`src/rtl/bdy_pkg.sv`:
```
package bdy_pkg;

  typedef enum logic [1:0] {
    ST_IDLE,
    ST_SPLIT,
    ST_MERGE,
    ST_RESP
  } bdy_state_t;

  localparam logic OP_ALLOC = 1'b0;
  localparam logic OP_FREE  = 1'b1;

  // smallest k with 2^k >= size; size 0 maps to 0
  function automatic int ceil_order(input int size);
    int o;
    o = 0;
    for (int k = 31; k >= 0; k--) begin
      if ((64'd1 << k) >= 64'(size)) o = k;
    end
    return o;
  endfunction

  // first bit of the free row for order k when the top order is m
  function automatic int map_base(input int k, input int m);
    return (1 << (m + 1)) - (1 << (m + 1 - k));
  endfunction

  // bits below the alignment of a region of order o
  function automatic int low_mask(input int o);
    return (1 << o) - 1;
  endfunction

endpackage

```
`src/rtl/bdy_map.sv`:
```
module bdy_map
  import bdy_pkg::*;
#(
  parameter int ORD_MAX = 8,
  parameter int ORD_W   = 4,
  localparam int AW = ORD_MAX,
  localparam int NB = (1 << (ORD_MAX + 1)) - 1,
  localparam int IW = $clog2(NB)
) (
  input  logic             clk,
  input  logic             rst_n,
  input  logic             clr_en,
  input  logic [ORD_W-1:0] clr_ord,
  input  logic [AW-1:0]    clr_addr,
  input  logic             set_en,
  input  logic [ORD_W-1:0] set_ord,
  input  logic [AW-1:0]    set_addr,
  output logic [NB-1:0]    map_q
);

  function automatic logic [IW-1:0] slot(input logic [ORD_W-1:0] o, input logic [AW-1:0] a);
    return IW'(map_base(int'(o), ORD_MAX) + int'(a >> o));
  endfunction

  always_ff @(posedge clk) begin
    if (!rst_n) begin
      map_q <= NB'(1) << map_base(ORD_MAX, ORD_MAX);
    end else begin
      if (clr_en) map_q[slot(clr_ord, clr_addr)] <= 1'b0;
      if (set_en) map_q[slot(set_ord, set_addr)] <= 1'b1;
    end
  end

endmodule

```
`src/rtl/bdy_search.sv`:
```
module bdy_search
  import bdy_pkg::*;
#(
  parameter int ORD_MAX = 8,
  parameter int ORD_W   = 4,
  localparam int AW = ORD_MAX,
  localparam int NB = (1 << (ORD_MAX + 1)) - 1,
  localparam int IW = $clog2(NB)
) (
  input  logic [NB-1:0]    map_q,
  input  logic [ORD_W-1:0] need_ord,
  input  logic [ORD_W-1:0] look_ord,
  input  logic [AW-1:0]    look_addr,
  output logic             found,
  output logic [ORD_W-1:0] f_ord,
  output logic [AW-1:0]    f_addr,
  output logic             look_exact,
  output logic             look_cover
);

  localparam logic [ORD_MAX:0] ONE = {{ORD_MAX{1'b0}}, 1'b1};

  logic [ORD_MAX:0]          hit;
  logic [ORD_MAX:0]          look_row;
  logic [(ORD_MAX+1)*AW-1:0] lo_flat;

  for (genvar k = 0; k <= ORD_MAX; k++) begin : g_ord
    localparam int CNT  = 1 << (ORD_MAX - k);
    localparam int BASE = map_base(k, ORD_MAX);
    logic [CNT-1:0] row;
    logic [AW-1:0]  lo;
    assign row = map_q[BASE +: CNT];
    assign hit[k] = |row;
    always_comb begin
      lo = '0;
      for (int i = CNT - 1; i >= 0; i--) begin
        if (row[i]) lo = AW'(i << k);
      end
    end
    assign lo_flat[k*AW +: AW] = lo;
    assign look_row[k] = map_q[IW'(BASE + int'(look_addr >> k))];
  end

  logic [ORD_MAX:0] need_sel, need_ge, look_sel, look_ge;
  assign need_sel = ONE << need_ord;
  assign need_ge  = ~(need_sel - ONE);
  assign look_sel = ONE << look_ord;
  assign look_ge  = ~(look_sel - ONE);

  assign look_exact = |(look_row & look_sel);
  assign look_cover = |(look_row & look_ge);

  always_comb begin
    found  = 1'b0;
    f_ord  = '0;
    f_addr = '0;
    for (int k = ORD_MAX; k >= 0; k--) begin
      if (hit[k] && need_ge[k]) begin
        found  = 1'b1;
        f_ord  = ORD_W'(k);
        f_addr = lo_flat[k*AW +: AW];
      end
    end
  end

endmodule

```
`src/rtl/buddy_alloc.sv`:
```
module buddy_alloc
  import bdy_pkg::*;
#(
  parameter int ORD_MAX = 8,
  localparam int ORD_W = $clog2(ORD_MAX + 2),
  localparam int AW = ORD_MAX,
  localparam int SW = ORD_MAX + 1,
  localparam int NB = (1 << (ORD_MAX + 1)) - 1,
  localparam int POOL = 1 << ORD_MAX
) (
  input  logic             clk,
  input  logic             rst_n,
  input  logic             req_valid,
  output logic             req_ready,
  input  logic             req_op,
  input  logic [SW-1:0]    req_size,
  input  logic [AW-1:0]    req_addr,
  input  logic [ORD_W-1:0] req_order,
  output logic             rsp_valid,
  input  logic             rsp_ready,
  output logic             rsp_ok,
  output logic             rsp_err,
  output logic [AW-1:0]    rsp_addr,
  output logic [ORD_W-1:0] rsp_order
);

  bdy_state_t       state;
  logic [ORD_W-1:0] cur_ord, tgt_ord;
  logic [AW-1:0]    cur_addr;
  logic [NB-1:0]    map_q;

  logic             found, look_exact, look_cover;
  logic [ORD_W-1:0] f_ord, need_ord, look_ord;
  logic [AW-1:0]    f_addr, look_addr, buddy_addr;

  logic             clr_en, set_en;
  logic [ORD_W-1:0] clr_ord, set_ord;
  logic [AW-1:0]    clr_addr, set_addr;

  // named events for the checker
  logic acc_evt, acc_alloc, acc_free, alloc_ok, free_bad;
  logic split_evt, merge_evt, settle_evt;
  logic [ORD_W-1:0] dn_ord;

  assign req_ready = (state == ST_IDLE);
  assign rsp_valid = (state == ST_RESP);

  assign need_ord   = ORD_W'(ceil_order(int'(req_size)));
  assign buddy_addr = cur_addr ^ (AW'(1) << cur_ord);
  assign dn_ord     = cur_ord - ORD_W'(1);
  assign look_ord   = (state == ST_MERGE) ? cur_ord : req_order;
  assign look_addr  = (state == ST_MERGE) ? buddy_addr : req_addr;

  assign acc_evt   = req_valid && req_ready;
  assign acc_alloc = acc_evt && (req_op == OP_ALLOC);
  assign acc_free  = acc_evt && (req_op == OP_FREE);
  assign alloc_ok  = found && (int'(req_size) <= POOL);
  assign free_bad  = (req_order > ORD_W'(ORD_MAX)) || look_cover ||
                     ((req_addr & AW'(low_mask(int'(req_order)))) != '0);

  assign split_evt  = (state == ST_SPLIT);
  assign merge_evt  = (state == ST_MERGE) && (cur_ord < ORD_W'(ORD_MAX)) && look_exact;
  assign settle_evt = (state == ST_MERGE) && !merge_evt;

  bdy_search #(.ORD_MAX(ORD_MAX), .ORD_W(ORD_W)) u_search (
    .map_q      (map_q),
    .need_ord   (need_ord),
    .look_ord   (look_ord),
    .look_addr  (look_addr),
    .found      (found),
    .f_ord      (f_ord),
    .f_addr     (f_addr),
    .look_exact (look_exact),
    .look_cover (look_cover)
  );

  always_comb begin
    clr_en = 1'b0; clr_ord = '0; clr_addr = '0;
    set_en = 1'b0; set_ord = '0; set_addr = '0;
    if (acc_alloc && alloc_ok) begin
      clr_en = 1'b1; clr_ord = f_ord; clr_addr = f_addr;
    end
    if (split_evt) begin
      set_en = 1'b1; set_ord = dn_ord;
      set_addr = cur_addr | (AW'(1) << dn_ord);
    end
    if (merge_evt) begin
      clr_en = 1'b1; clr_ord = cur_ord; clr_addr = buddy_addr;
    end
    if (settle_evt) begin
      set_en = 1'b1; set_ord = cur_ord; set_addr = cur_addr;
    end
  end

  bdy_map #(.ORD_MAX(ORD_MAX), .ORD_W(ORD_W)) u_map (
    .clk      (clk),
    .rst_n    (rst_n),
    .clr_en   (clr_en),
    .clr_ord  (clr_ord),
    .clr_addr (clr_addr),
    .set_en   (set_en),
    .set_ord  (set_ord),
    .set_addr (set_addr),
    .map_q    (map_q)
  );

  always_ff @(posedge clk) begin
    if (!rst_n) begin
      state     <= ST_IDLE;
      cur_ord   <= '0;
      cur_addr  <= '0;
      tgt_ord   <= '0;
      rsp_ok    <= 1'b0;
      rsp_err   <= 1'b0;
      rsp_addr  <= '0;
      rsp_order <= '0;
    end else begin
      case (state)
        ST_IDLE: begin
          if (acc_alloc) begin
            if (alloc_ok) begin
              cur_ord  <= f_ord;
              cur_addr <= f_addr;
              tgt_ord  <= need_ord;
              if (f_ord == need_ord) begin
                rsp_ok <= 1'b1; rsp_err <= 1'b0;
                rsp_addr <= f_addr; rsp_order <= f_ord;
                state <= ST_RESP;
              end else begin
                state <= ST_SPLIT;
              end
            end else begin
              rsp_ok <= 1'b0; rsp_err <= 1'b0;
              rsp_addr <= '0; rsp_order <= '0;
              state <= ST_RESP;
            end
          end else if (acc_free) begin
            if (free_bad) begin
              rsp_ok <= 1'b0; rsp_err <= 1'b1;
              rsp_addr <= req_addr; rsp_order <= req_order;
              state <= ST_RESP;
            end else begin
              cur_ord  <= req_order;
              cur_addr <= req_addr;
              state    <= ST_MERGE;
            end
          end
        end
        ST_SPLIT: begin
          cur_ord <= dn_ord;
          if (dn_ord == tgt_ord) begin
            rsp_ok <= 1'b1; rsp_err <= 1'b0;
            rsp_addr <= cur_addr; rsp_order <= dn_ord;
            state <= ST_RESP;
          end
        end
        ST_MERGE: begin
          if (merge_evt) begin
            cur_addr <= cur_addr & ~(AW'(1) << cur_ord);
            cur_ord  <= cur_ord + ORD_W'(1);
          end else begin
            rsp_ok <= 1'b1; rsp_err <= 1'b0;
            rsp_addr <= cur_addr; rsp_order <= cur_ord;
            state <= ST_RESP;
          end
        end
        default: begin
          if (rsp_ready) state <= ST_IDLE;
        end
      endcase
    end
  end

endmodule

```
`config.mk`:
```
export PLATFORM = sky130hd
export DESIGN_NAME = buddy_alloc
export DESIGN_NICKNAME = d
export VERILOG_FILES = /design/src/rtl/bdy_pkg.sv /design/src/rtl/bdy_map.sv /design/src/rtl/bdy_search.sv /design/src/rtl/buddy_alloc.sv
export SDC_FILE = /design/constraint.sdc
export NUM_CORES = 2
export LEC_CHECK = 0
export BUFFER_PORTS_ARGS = -buffer_cell sky130_fd_sc_hd__buf_2
export CORE_ASPECT_RATIO = 1.5
export CORE_MARGIN = 2
export CORE_UTILIZATION = 65
export DETAILED_ROUTE_END_ITERATION = 6
export PLACE_DENSITY = 0.82
export SYNTH_ARGS = -nofsm -noshare
export SYNTH_HDL_FRONTEND = slang
export SYNTH_SLANG_ARGS = --single-unit
```
`constraint.sdc`:
```
create_clock -name clk -period 10.65 [get_ports clk]
set_input_delay 1.5975 -clock clk [delete_from_list [all_inputs] [get_ports clk]]
set_output_delay 1.5975 -clock clk [all_outputs]
set_load 0.02 [all_outputs]
```
-- Word level (Yosys, flattened, before mapping)
Index checks and enable logic that the tools add are counted.
- equal/unequal tests: 13
- divide/modulo/power cells: 0
- reductions and logical operators: 42
- mux-type cells: 642
- order comparisons: 24
- bitwise logic cells: 13
- multipliers: 0
- add/subtract/negate cells: 18
- shifts and indexed selects: 9
- operators with widths (kind ; number):
    $mux W8 ; 535
    $mux W511 ; 3
    $and A511 B511 Y511 ; 1
    $not A511 Y511 ; 1
    $or A511 B511 Y511 ; 1
    $reduce_or A256 Y1 ; 1
    $mux W4 ; 34
    $reduce_or A128 Y1 ; 1
    $lt A9 B11 Y1 const B ; 7
    $reduce_or A64 Y1 ; 1
    $shl A1 B32 Y9 const A ; 2
    $bmux W1 S9 ; 7
    $mux W1 ; 46
    $reduce_or A32 Y1 ; 1
    $pmux W4 S3 ; 2
    $pmux W8 S3 ; 1
    $shl A1 B4 Y8 const A ; 3
    $lt A9 B10 Y1 const B ; 2
    $logic_and A1 B1 Y1 ; 19
    $add A9 B9 Y9 ; 2
    $and A9 B9 Y9 ; 2
    $demux W1 S9 ; 2
    $ge A9 B1 Y1 const B ; 2
    $not A9 Y9 ; 2
    63 further kinds ; 83
- input bits: 26
- output and inout bits: 16
- memory bits (writable): 0
- latch bits: 0
- word-level logic and storage cells: 770
- register bits after elaboration: 543
- memories: 0
- ROM bits: 0

-- Longest topological paths before layout
- depth after elaboration: 271
- depth in mapped cells: 42
- mapped depth without buffers: 36

-- Modules after synthesis
A second synthesis with hierarchy kept.
- cells, all modules: 4517
- area total of the unflattened synthesis: 37118.1 um^2
- modules (own cells, without submodules) (module ; cells an instance ; area each (um^2) ; instances):
    bdy_map ; 2450 ; 22831.9 ; 1
    bdy_search ; 1599 ; 11051.8 ; 1
    buddy_alloc ; 468 ; 3234.4 ; 1

-- Worst setup path after synthesis
No wires, ideal clock.
- path kind: in2reg
- start: input port req_size[5]
- end: register u_map.map_q[175]
- library setup time: 0.131 ns
- path buffers: 2
- arrival time: 8.543 ns
- stages on the path: 35
- setup slack: 1.976 ns
- cells stage by stage: or4_1 -> or2_2 -> nor4_1 -> inv_1 -> ha_1 -> o31a_1 -> xnor2_2 -> o2111ai_1 -> nor4_2 -> nand2b_1 -> nand3_1 -> clkbuf_1 -> nor2_1 -> a21oi_1 -> ha_1 -> inv_1 -> nand2_1 -> o21ai_2 -> nor3_1 -> and2_1 -> ha_1 -> inv_1 -> fa_1 -> a21o_1 -> a21oi_1 -> o21bai_1 -> a21oi_1 -> o21bai_1 -> a21oi_1 -> nand2_1 -> nor2_1 -> mux2i_1 -> buf_2 -> o211ai_1 -> o21ai_0
- longest elaborated chain between the ends: 41
- ends and longest elaborated chain (item ; RTL line ; text):
    start, declared ; buddy_alloc.sv:16 ; input logic [SW-1:0] req_size,
    $ge A9 B9 Y1 ; bdy_pkg.sv:18 ; if ((64'd1 << k) >= 64'(size)) o = k;
    $mux W1 ; bdy_pkg.sv:18 ;
    $mux W4 (8 in a row) ; bdy_pkg.sv:18 ;
    $shl A1 B4 Y9 ; bdy_search.sv:45 ; assign need_sel = ONE << need_ord;
    $sub A9 B1 Y9 ; bdy_search.sv:46 ; assign need_ge = ~(need_sel - ONE);
    $not A9 Y9 ; bdy_search.sv:46 ;
    $logic_and A1 B1 Y1 ; bdy_search.sv:58 ; if (hit[k] && need_ge[k]) begin
    $mux W1 (9 in a row) ; bdy_search.sv:58 ;
    [... 10 more ...] ; - ;
    $mux W1 (not written as such) ; bdy_map.sv:29 ; if (clr_en) map_q[slot(clr_ord, clr_addr)] <= 1'b0;
    $demux W1 S9 ; - ;
    $not A511 Y511 (no line) ; - ;
    $and A511 B511 Y511 (no line) ; - ;
    $mux W511 * ; bdy_map.sv:29 ;
    $mux W511 * ; bdy_map.sv:26 ; if (!rst_n) begin
    $or A511 B511 Y511 (no line) ; - ;
    $mux W511 * ; bdy_map.sv:30 ; if (set_en) map_q[slot(set_ord, set_addr)] <= 1'b1;
    end signal, assigned ; bdy_map.sv:27 ; map_q <= NB'(1) << map_base(ORD_MAX, ORD_MAX);
    end, declared ; bdy_map.sv:18 ; output logic [NB-1:0] map_q
Every way passes the cells marked *; elsewhere a longest branch is shown, timed or not. The select of a mux whose other input is x is not followed.
A chain may end at the register's enable or synchronous reset.

-- Worst setup path after layout
- start: register cur_ord[2]
- end: register u_map.map_q[219]
- longest elaborated chain between the ends: 25
- ends and longest elaborated chain (item ; RTL line ; text):
    start, declared ; buddy_alloc.sv:28 ; logic [ORD_W-1:0] cur_ord, tgt_ord;
    start signal, assigned ; buddy_alloc.sv:122 ; cur_ord <= f_ord;
    start signal, assigned ; buddy_alloc.sv:143 ; cur_ord <= req_order;
    start signal, assigned ; buddy_alloc.sv:150 ; cur_ord <= dn_ord;
    $shl A1 B4 Y8 ; buddy_alloc.sv:49 ; assign buddy_addr = cur_addr ^ (AW'(1) << cur_ord);
    $xor A8 B8 Y8 ; buddy_alloc.sv:49 ;
    $mux W8 ; buddy_alloc.sv:52 ; assign look_addr = (state == ST_MERGE) ? buddy_addr : req_addr;
    $add A9 B7 Y9 (tied with other cells) ; bdy_search.sv:41 ; assign look_row[k] = map_q[IW'(BASE + int'(look_addr >> k))];
    $bmux W1 S9 ; bdy_search.sv:41 ;
    $mux W1 (not written as such) (2 in a row) ; bdy_search.sv:41 ;
    $and A9 B9 Y9 ; bdy_search.sv:50 ; assign look_exact = |(look_row & look_sel);
    $reduce_or A9 Y1 ; bdy_search.sv:50 ;
    [... 8 more ...] ; - ;
    $mux W1 (not written as such) ; bdy_map.sv:29 ;
    $demux W1 S9 ; - ;
    $not A511 Y511 (no line) ; - ;
    $and A511 B511 Y511 (no line) ; - ;
    $mux W511 ; bdy_map.sv:29 ;
    $mux W511 ; bdy_map.sv:26 ;
    $or A511 B511 Y511 (no line) ; - ;
    $mux W511 * ; bdy_map.sv:30 ;
Marked as above.

==> results.sh <==
export IMPL_status="finished with violations"
export IMPL_violations="design-rule violations"
export IMPL_finClkSkew_ps=41.8
export IMPL_nFillCells=4454
export IMPL_initial_core_util=0.654
export IMPL_syn_to_final_growth_pct=8.52
export IMPL_grt_util_all_layers=0.556
export IMPL_worst_path_max_delay_cell="nor3_1"
export IMPL_drt_iter0_drc=5722
export IMPL_cpPeakStageDelay_ps=820
export IMPL_post_route_util=0.710
export IMPL_synth_top_area_share=0.306
export IMPL_cts_setup_buffers=0
export IMPL_die_height_um=291
export IMPL_setup_viol=0
export IMPL_gp_congestion=1.13
export IMPL_peakVddDrop_uv=400
export IMPL_postPlaceCellArea_um2=36700
export IMPL_drcViolationCount=17
export IMPL_avgSynthCellArea_um2=8.13
export IMPL_layout_nets=4388
export IMPL_synth_edf_count=0
export IMPL_drive_above_1_share=0.137
export IMPL_drt_total_wl_um=161000
export IMPL_clockBufferDepth=3
export IMPL_rows=105
export IMPL_yosysWarnings=0
export IMPL_core_area_um2=54400
export IMPL_cts_root_buf="clkbuf_16"
export IMPL_grt_pass1_wl_um=237000
export IMPL_power_density_nw_per_um2=268
export IMPL_cts_hold_fix_buffers=0
export IMPL_clkSinkCount=543
export IMPL_cp_end_kind="flop"
export IMPL_hold_viol=0
export IMPL_arrival_ps=10790
export IMPL_die_area_um2=56700
export IMPL_cts_max_level=2
export IMPL_viasPerCell=7.86
export IMPL_ys_flop_type="dfxtp_1"
export IMPL_hp_class="reg -> reg"
export IMPL_rsz0062_at_grt="no"
export IMPL_cts_made_buffers=52
export IMPL_fmax_mhz=97.0
export IMPL_critPathTopFamily="simple AND/OR/NAND/NOR gates"
export IMPL_crit_top_cell="nor2_1"
export IMPL_port_buffers=41
export IMPL_final_period_utilization=0.968
export IMPL_worstMarginPinSlew_ps=1350
export IMPL_synthArstFlopShare=0
export IMPL_ys_seq_elements=543
export IMPL_layout_min_cycle_time_ps=10310
export IMPL_ios=42
export IMPL_cp_data_required_time_ps=11140
export IMPL_yosysTopAreaCell="dfxtp_1"
export IMPL_dp_hpwl_um=108000
export IMPL_grt_pass1_vias=37700
export IMPL_synth_cells=4378
export IMPL_worstPathBufferInverterCount=5
export IMPL_maxSlewViolCount=0
export IMPL_timing_setup_tns_ps=0
export IMPL_die_x_um=195
export IMPL_synth_area_top_cells="dfxtp_1, o211ai_1, o21ai_0"
export IMPL_drt_first_pass_iters=7
export IMPL_routed_via_count=39800
export IMPL_finish_instance_area_um2=38600
export IMPL_maxCapViolCount=0
export IMPL_start_kind="flop"
export IMPL_worst_setup_path_type="reg -> reg"
export IMPL_critPathMaxFanout=16
export IMPL_clkTransAtPathRegs_ps=60
export IMPL_syn_num_nets=4447
export IMPL_p_leak_nw=13.6
export IMPL_cts_tree="yes"
export IMPL_antenna_found_initial=6
export IMPL_netlist_area_um2=35600
export IMPL_slew_headroom=0.0968
export IMPL_ant_nets=0
export IMPL_overflow=0
export IMPL_hold_slack_ps=471
export IMPL_clk_latency_ps=660
export IMPL_yosysSeqAreaShare=0.306
export IMPL_synth_cell_type_count=100
export IMPL_grt_max_degree=118
export IMPL_wl_per_cell_um=31.8
## state kept, by name, indices dropped and copies added, names as in the netlist
register     flops
rsp_order        4
cur_addr         8
rsp_addr         8
state            2
rsp_ok           1
u_map.map_q    511
tgt_ord          4
cur_ord          4
rsp_err          1
## stage by stage
stage	std cells	setup slack [ps]	power, mW
finish	5066	344	10.4
detailed placement	4960	574	7.88
floorplan	4378	1980	5.82
global route	5056	89.3	10.6
global placement	4960	637	7.86
CTS	5056	750	9.91
## routing by layer
metal / up-vias / wire length (um) / part of all wire / global-route usage
met5: - / 27 / 0.00017 / 0
met4: 4 / 18000 / 0.11 / 0.492
met3: 1169 / 24800 / 0.15 / 0.201
met2: 3411 / 67000 / 0.42 / 0.816
met1: 18400 / 51500 / 0.32 / 0.633
li1: 16800 / - / - / -
## power breakdown
part	internal (mW)	total, mW	switching [mW]
Combinational	1.65	6.04	4.40
Sequential	2.12	2.26	0.132
Clock	1.17	2.06	0.893
Total	4.94	10.4	5.42
## worst paths after layout
path | start | endpoint | cells after the start | slack (ps)
setup / recovery | cur_ord[2]$_SDFFE_PN0P_ | u_map.map_q[219]$_SDFF_PN0_ | 37 | 340
hold / removal | rsp_addr[2]$_SDFFE_PN0P_ | rsp_addr[2]$_SDFFE_PN0P_ | 2 | 470
setup reg to reg | cur_ord[2]$_SDFFE_PN0P_ | u_map.map_q[219]$_SDFF_PN0_ | 37 | 340
hold reg to reg | rsp_addr[2]$_SDFFE_PN0P_ | rsp_addr[2]$_SDFFE_PN0P_ | 2 | 470
## cell families after synthesis
group,count (synthesis),share of synthesized area
AO/OA/AOI/OAI,1798,0.334
XOR/XNOR,36,0.00929
adder cells (fa/ha/maj),43,0.0155
buffers and inverters,461,0.0556
flip-flops,543,0.306
multiplexers,230,0.107
AND/OR/NAND/NOR,1267,0.173
## final cells by class
| type | instances | area [um2] | share of cell area |
|---|---|---|---|
| Timing Repair Buffer | 208 | 1560 | 0.0403 |
| Sequential cell | 543 | 10900 | 0.282 |
| Multi-Input combinational cell | 3374 | 22900 | 0.593 |
| Clock buffer | 69 | 1430 | 0.0369 |
| Antenna cell | 10 | 25.0 | 0.000648 |
| Inverter | 140 | 526 | 0.0136 |
| Clock inverter | 27 | 419 | 0.0109 |
| Tap cell | 695 | 870 | 0.0225 |
## worst register-to-register path, delay by kind of cell (launching register included)
kind / cells / cell delay [ps]
muxes: 2 / 250
adders and majority gates: 4 / 1200
AOI/OAI and AO/OA: 11 / 2540
and+or+nand+nor: 15 / 4690
buffers and inverters: 5 / 810
DFF: 1 / 670
## synthesized netlist by cell type (17+ instances only)
cell / n
buf_2: 51
dfxtp_1: 543
nand4_1: 47
mux2i_1: 86
o21bai_1: 17
a211oi_1: 42
or4_1: 29
xnor2_1: 20
o211ai_1: 438
a22oi_1: 19
nor2_1: 404
mux2i_2: 21
and3_1: 21
and2_1: 17
a31oi_1: 50
nand2_1: 245
o21ai_0: 519
nor3_1: 115
o211ai_2: 88
nand3_1: 121
o21a_1: 18
ha_1: 41
a21oi_1: 218
inv_1: 138
clkbuf_1: 219
o21ai_1: 163
buf_1: 21
a21o_1: 19
buf_6: 18
nand2b_1: 27
mux4_2: 102
nor4_1: 164
nor2b_1: 22
o31ai_1: 44
## cell usage in the layout (no fill, tap or decap), drive strengths merged, types with 11 or more instances in the layout
cell	instances
a2111oi	11
a211oi	42
a21o	19
a21oi	221
a221oi	11
a22oi	19
a311oi	12
a31oi	51
a32oi	12
and2	17
and3	21
buf	208
clkbuf	69
clkinv	16
dfxtp	543
ha	41
inv	139
mux2i	118
mux4	102
nand2	247
nand2b	27
nand3	121
nand4	48
nor2	405
nor2b	22
nor3	115
nor4	165
o2111ai	13
o211ai	527
o21a	18
o21ai	683
o21bai	17
o31ai	44
or2	11
or4	30
xnor2	21
xor2	15
## repair_timing
action,CTS,global route
gates resized for setup,0,2
endpoints found under the hold margin,0,0
endpoints found under the setup margin,0,20
(Power assumes the default switching activity.)
